`src/rtl/smfm_pkg.sv`:
```
`timescale 1ns/1ps
package smfm_pkg;

    typedef enum logic [1:0] {
        ST_EMPTY   = 2'd0,
        ST_LIVE    = 2'd1,
        ST_WRAPPED = 2'd2
    } mac_state_t;

    // Largest height of the staged sequence 2,3,4,6,9,... that is below r.
    function automatic int dadda_below(input int r);
        int d;
        d = 2;
        while (((d * 3) / 2) < r) d = (d * 3) / 2;
        return d;
    endfunction

    function automatic int rows_after(input int r0, input int lvl);
        int r;
        r = r0;
        for (int i = 0; i < lvl; i++) if (r > 2) r = dadda_below(r);
        return r;
    endfunction

    function automatic int tree_levels(input int r0);
        int r;
        int n;
        r = r0;
        n = 0;
        while (r > 2) begin
            r = dadda_below(r);
            n++;
        end
        return n;
    endfunction

endpackage

```
`src/rtl/smfm_pp_gen.sv`:
```
`timescale 1ns/1ps
module smfm_pp_gen #(
    parameter int MAG_W = 31,
    parameter int ACC_W = 64
) (
    input  logic [MAG_W-1:0]             mag_a,
    input  logic [MAG_W-1:0]             mag_b,
    input  logic                         negate,
    output logic [MAG_W-1:0][ACC_W-1:0]  pp_rows,
    output logic [ACC_W-1:0]             fix_row
);

    // Inverting every row gives -x-1 per row; the fix row adds MAG_W back.
    for (genvar i = 0; i < MAG_W; i++) begin : g_row
        assign pp_rows[i] = {ACC_W{negate}}
                          ^ (ACC_W'(mag_a & {MAG_W{mag_b[i]}}) << i);
    end

    assign fix_row = negate ? ACC_W'(MAG_W) : '0;

endmodule

```
`src/rtl/smfm_csa_tree.sv`:
```
`timescale 1ns/1ps
module smfm_csa_tree
    import smfm_pkg::*;
#(
    parameter int SUM_W = 64,
    parameter int NROWS = 33
) (
    input  logic [NROWS-1:0][SUM_W-1:0] rows_in,
    output logic [SUM_W-1:0]            row_s,
    output logic [SUM_W-1:0]            row_c
);

    localparam int LEVELS = tree_levels(NROWS);

    logic [SUM_W-1:0] lvl [LEVELS+1][NROWS];

    for (genvar j = 0; j < NROWS; j++) begin : g_in
        assign lvl[0][j] = rows_in[j];
    end

    for (genvar l = 0; l < LEVELS; l++) begin : g_lvl
        localparam int R  = rows_after(NROWS, l);
        localparam int T  = dadda_below(R);
        localparam int NC = R - T;

        // Only as many 3:2 compressors as needed to reach the next height.
        for (genvar g = 0; g < NC; g++) begin : g_csa
            assign lvl[l+1][2*g]   = lvl[l][3*g] ^ lvl[l][3*g+1] ^ lvl[l][3*g+2];
            assign lvl[l+1][2*g+1] = ((lvl[l][3*g]   & lvl[l][3*g+1])
                                   |  (lvl[l][3*g]   & lvl[l][3*g+2])
                                   |  (lvl[l][3*g+1] & lvl[l][3*g+2])) << 1;
        end
        for (genvar k = 3*NC; k < R; k++) begin : g_pass
            assign lvl[l+1][2*NC + k - 3*NC] = lvl[l][k];
        end
        for (genvar k = T; k < NROWS; k++) begin : g_zero
            assign lvl[l+1][k] = '0;
        end
    end

    assign row_s = lvl[LEVELS][0];
    assign row_c = lvl[LEVELS][1];

endmodule

```
`src/rtl/smfm_cla.sv`:
```
`timescale 1ns/1ps
module smfm_cla #(
    parameter int W   = 64,
    parameter int GRP = 4
) (
    input  logic [W-1:0] x,
    input  logic [W-1:0] y,
    output logic [W-1:0] sum
);

    localparam int NG = W / GRP;

    logic [W-1:0] gen;
    logic [W-1:0] prp;

    assign gen = x & y;
    assign prp = x ^ y;

    always_comb begin
        logic t;
        logic run;
        logic [NG-1:0] g_gen;
        logic [NG-1:0] g_prp;
        logic [NG-1:0] g_cin;

        // Group generate and propagate.
        for (int k = 0; k < NG; k++) begin
            t   = 1'b0;
            run = 1'b1;
            for (int j = GRP - 1; j >= 0; j--) begin
                t   = t | (run & gen[k*GRP+j]);
                run = run & prp[k*GRP+j];
            end
            g_gen[k] = t;
            g_prp[k] = run;
        end

        // Carry into each group, looked ahead over all lower groups.
        for (int k = 0; k < NG; k++) begin
            t   = 1'b0;
            run = 1'b1;
            for (int j = k - 1; j >= 0; j--) begin
                t   = t | (run & g_gen[j]);
                run = run & g_prp[j];
            end
            g_cin[k] = t;
        end

        // Bit carries inside each group from the group carry.
        for (int k = 0; k < NG; k++) begin
            for (int i = 0; i < GRP; i++) begin
                t   = 1'b0;
                run = 1'b1;
                for (int j = i - 1; j >= 0; j--) begin
                    t   = t | (run & gen[k*GRP+j]);
                    run = run & prp[k*GRP+j];
                end
                t = t | (run & g_cin[k]);
                sum[k*GRP+i] = prp[k*GRP+i] ^ t;
            end
        end
    end

endmodule

```
`src/rtl/smfm_mac_top.sv`:
```
`timescale 1ns/1ps
module smfm_mac_top
    import smfm_pkg::*;
#(
    parameter int OP_W  = 32,
    parameter int GRP_W = 4
) (
    input  logic              clk,
    input  logic              rst_n,
    input  logic              in_valid,
    input  logic              acc_en,
    input  logic              acc_clr,
    input  logic [OP_W-1:0]   op_a,
    input  logic [OP_W-1:0]   op_b,
    output logic [2*OP_W-1:0] acc_q,
    output logic              out_valid,
    output logic              ovf_sticky
);

    localparam int MAG_W = OP_W - 1;
    localparam int ACC_W = 2 * OP_W;
    localparam int NROWS = MAG_W + 2;

    mac_state_t state_q;
    mac_state_t state_d;

    logic                            fire;
    logic                            prod_neg;
    logic                            prod_nz;
    logic [MAG_W-1:0]                mag_a;
    logic [MAG_W-1:0]                mag_b;
    logic [MAG_W-1:0][ACC_W-1:0]     pp_rows;
    logic [ACC_W-1:0]                fix_row;
    logic [ACC_W-1:0]                acc_row;
    logic [NROWS-1:0][ACC_W-1:0]     all_rows;
    logic [ACC_W-1:0]                row_s;
    logic [ACC_W-1:0]                row_c;
    logic [ACC_W-1:0]                sum;
    logic                            ovf_step;

    assign fire     = in_valid & acc_en;
    assign mag_a    = op_a[MAG_W-1:0];
    assign mag_b    = op_b[MAG_W-1:0];
    assign prod_neg = op_a[OP_W-1] ^ op_b[OP_W-1];
    assign prod_nz  = (|mag_a) & (|mag_b);

    // The total joins the tree as a row; a clearing step feeds zero instead.
    assign acc_row  = acc_clr ? '0 : acc_q;
    assign all_rows = {fix_row, acc_row, pp_rows};

    smfm_pp_gen #(.MAG_W(MAG_W), .ACC_W(ACC_W)) u_pp (
        .mag_a   (mag_a),
        .mag_b   (mag_b),
        .negate  (prod_neg),
        .pp_rows (pp_rows),
        .fix_row (fix_row)
    );

    smfm_csa_tree #(.SUM_W(ACC_W), .NROWS(NROWS)) u_tree (
        .rows_in (all_rows),
        .row_s   (row_s),
        .row_c   (row_c)
    );

    smfm_cla #(.W(ACC_W), .GRP(GRP_W)) u_cla (
        .x   (row_s),
        .y   (row_c),
        .sum (sum)
    );

    assign ovf_step = !acc_clr && prod_nz
                   && (acc_q[ACC_W-1] == prod_neg)
                   && (sum[ACC_W-1] != acc_q[ACC_W-1]);

    always_ff @(posedge clk or negedge rst_n) begin
        if (!rst_n) state_q <= ST_EMPTY;
        else        state_q <= state_d;
    end

    always_comb begin
        state_d = state_q;
        unique case (state_q)
            ST_EMPTY:   if (fire)             state_d = ST_LIVE;
            ST_LIVE:    if (fire && ovf_step) state_d = ST_WRAPPED;
            ST_WRAPPED: if (fire && acc_clr)  state_d = ST_LIVE;
            default:                          state_d = ST_EMPTY;
        endcase
    end

    always_ff @(posedge clk or negedge rst_n) begin
        if (!rst_n) begin
            acc_q     <= '0;
            out_valid <= 1'b0;
        end else begin
            out_valid <= fire;
            if (fire) acc_q <= sum;
        end
    end

    assign ovf_sticky = (state_q == ST_WRAPPED);

    a_r4_hold_total: assert property (@(posedge clk) disable iff (!rst_n)
        !fire |=> $stable(acc_q));
    a_r4_no_pulse: assert property (@(posedge clk) disable iff (!rst_n)
        !fire |=> !out_valid);
    a_r8_pulse_follows: assert property (@(posedge clk) disable iff (!rst_n)
        fire |=> out_valid);
    a_r5_zero_term: assert property (@(posedge clk) disable iff (!rst_n)
        (fire && !acc_clr && !prod_nz) |=> $stable(acc_q));
    a_r6_flag_kept: assert property (@(posedge clk) disable iff (!rst_n)
        (ovf_sticky && !(fire && acc_clr)) |=> ovf_sticky);
    a_r3_flag_dropped: assert property (@(posedge clk) disable iff (!rst_n)
        (fire && acc_clr) |=> !ovf_sticky);

endmodule

```
`config.mk`:
```
export PLATFORM = sky130hd
export DESIGN_NAME = smfm_mac_top
export DESIGN_NICKNAME = d
export VERILOG_FILES = /design/src/rtl/smfm_pkg.sv /design/src/rtl/smfm_pp_gen.sv /design/src/rtl/smfm_csa_tree.sv /design/src/rtl/smfm_cla.sv /design/src/rtl/smfm_mac_top.sv
export SDC_FILE = /design/constraint.sdc
export NUM_CORES = 2
export LEC_CHECK = 0
export ABC_AREA = 1
export BUFFER_PORTS_ARGS = -buffer_cell sky130_fd_sc_hd__buf_2
export CORE_MARGIN = 1
export CORE_UTILIZATION = 35
export DETAILED_ROUTE_END_ITERATION = 7
export SYNTH_ARGS = -nofsm -noshare
export SYNTH_HDL_FRONTEND = slang
export SYNTH_SLANG_ARGS = --single-unit
```
`constraint.sdc`:
```
create_clock -name clk -period 5.7 [get_ports clk]
set_input_delay 1.14 -clock clk [delete_from_list [all_inputs] [get_ports clk]]
set_output_delay 1.14 -clock clk [all_outputs]
set_load 0.02 [all_outputs]
```
==> metrics <==
run status finished with violations; failing checks setup timing; P&R area growth vs syn 28.1%; DR vias 36500; crit path max fanout 8; gr usage total 22.2%; First DRT Iteration DRCs 1993; pin count of the biggest net entering global routing 53; Yosys warning total 0; Async S/R FF share, synth 100%; first-pass GRT wire length 225000 microns; WP data arrival 8.60 ns; fmax 122 MHz; register area share after synthesis 3.66%; fin crit share 144%; ys flop type dfrtp_1; register clock-pin slew on the reported worst setup and hold paths 0.07 ns; Mapped Nets 6688; GPL Wtd Cong 0.894; die area 0.132 sq mm; CP startpoint kind input pin; H-tree Lvls 3; CP Class input pin to register; dpl cell area 0.0542 sq mm; Mapped Avg Cell Area 8.42 sq um; core region area 0.130 sq mm; routed len/inst 18.5 microns; MaxCap Viol Count 0; layout cells sized above 1 23.8%; EDFF count, synth 0; Starting Density 35.4%; detailed-route wire length 143000 microns; initial antenna violation count 4; min Tclk post-route 8.23 ns; hold buffers post-CTS 0; total grt overflow 0; setup violators final 62; Final Worst Setup Slack -2.53 ns; io pins 135; Final Util 45.3%; Setup crit end kind register; DIE WIDTH 364 microns; clock sink count 67; die height 364 microns; # nets final 7273; Slowest cell on crit path fa_2; post-route ant nets 0; Hold Vio Cnt, Final 0; Mapped Cells 5443; Port Buf Inserts 134; clock root buffer clkbuf_16; Synth area leaders fa_1 45%, xor2_1 12%, nand2_1 10%, inv_1 9.3%, xnor2_1 7.8%; Detailed Place HPWL 115000 microns; Slew HR 43.6%; Crit path largest cell delay 0.65 ns; most used cell, CP fa_2; delay-heaviest family, CP adder cells; top cell type by total area after synthesis fa_1; actual slew at the worst max-slew pin 0.845 ns; Mapped Area 0.0458 sq mm; DRT Pass-1 Iters 5; Slew Viols, Final 0; CTS tree yes; Hold/Removal Path Class register to register; RSZ-0062 raised after global routing true; #FFs+latches synth 67; worst path bufs/invs 7; critical path data required time 6.07 ns; clk_lat worst skew 0.45 ns; row cnt 132; post-route cell area 0.0587 sq mm; Netlist cell types 47; Avg Vias per Cell 4.69; clk_skew 0.0289 ns; vias in the first global route 39500; CTS Buf Count 9; post-synth top area share 44.7%; clk buf depth 2; Residual DRC 0
## routing by layer
layer | part of all wire (%) | GRT usage (%) | vias to the layer above
met5 | 0.0056 | 0 | -
met4 | 3.9 | 8.14 | 2
met3 | 5.0 | 2.13 | 246
met2 | 50 | 38.4 | 1023
met1 | 41 | 28.6 | 18700
li1 | - | - | 16500
## metrics by stage
step	instances	setup TNS, ns	setup slack, ns	hold WS (ns)
floorplan	5443	-124.57	-2.47	0.500
global placement	7674	-172.67	-3.42	0.489
detailed placement	7674	-174.62	-3.46	0.502
CTS	7748	-130.65	-2.51	0.511
global route	7775	-146.24	-2.73	0.548
finish	7776	-133.45	-2.53	0.507
## tightest hold or removal path, cell delays in order, from the launching register on
cell and delay, ns:
dfrtp_1 0.36, nand2_1 0.07, o21ai_2 0.05
## worst paths after layout
check | startpoint | to | slack (ns) | cells after the start
worst max register to register | acc_q[32] | acc_q[60] | -0.74 | 27
worst min register to register | acc_q[57] | acc_q[57] | 0.51 | 2
max in group asynchronous | rst_n | acc_q[39] | 3.84 | 2
worst min-delay path | acc_q[57] | acc_q[57] | 0.51 | 2
worst max-delay path | op_a[31] | acc_q[60] | -2.53 | 30
min in group asynchronous | rst_n | acc_q[49] | 0.74 | 1
## registers in the layout, summed over array words and instances (netlist names)
register and flops:
acc_q 64, state_q 2, out_valid 1
## final cells by class
class / instances / area [sq um]
tap: 1742 / 2180
clock inverter: 7 / 83.8
fill: 12200 / 70900
inverter: 1140 / 4320
multi-input combinational: 3911 / 41400
timing repair buffer: 899 / 8840
clock buffer: 9 / 225
sequential: 67 / 1680
antenna: 1 / 2.50
## synthesized netlist by cell type, types with 5 or more instances
cell type,instances
o21bai_1,6
dfrtp_1,67
nor2_2,5
nor4_1,14
o21ai_1,11
nand4_1,15
nand2_1,1273
nor2_1,125
mux2_2,10
xor2_1,624
or2_2,7
o21ai_0,74
ha_1,152
nand3b_1,13
xnor2_1,406
fa_1,1024
inv_2,9
buf_2,111
a31oi_1,7
nand2_2,6
inv_1,1131
a21oi_1,41
nand3_1,62
clkbuf_1,210
nor3_1,5
## timing repair
item	CTS	global route
gates cloned	18	8
pin swaps	74	144
gates resized for setup	297	355
endpoints found under the setup margin	62	63
setup buffers	42	29
## layout by cell type (no fill, tap or decap), types with 83 or more instances in the layout
cell,Yosys,routed
inv_1,1131,1078
nand2_1,1273,1203
fa_2,0,83
nor2_1,125,114
fa_1,1024,941
xor2_1,624,510
buf_2,111,131
buf_12,0,111
ha_1,152,117
xnor2_1,406,366
xor2_2,1,107
buf_4,1,555
## logic make-up (layout without fill, tap and decap cells)
logic type	count (synthesis)	after routing	synth area share [%]
XOR/XNOR	1031	1031	19.7
buffers and inverters	1466	2055	12.3
flip-flops	67	67	3.66
AO/OA/AOI/OAI	153	153	1.86
multiplexers	12	12	0.289
AND/OR/NAND/NOR	1536	1537	13.3
adder cells (fa/ha/maj)	1178	1178	48.9
other	0	1	0
Power is not shown: default switching activity piles up to over one toggle a cycle in this logic, so the estimate is an artifact.
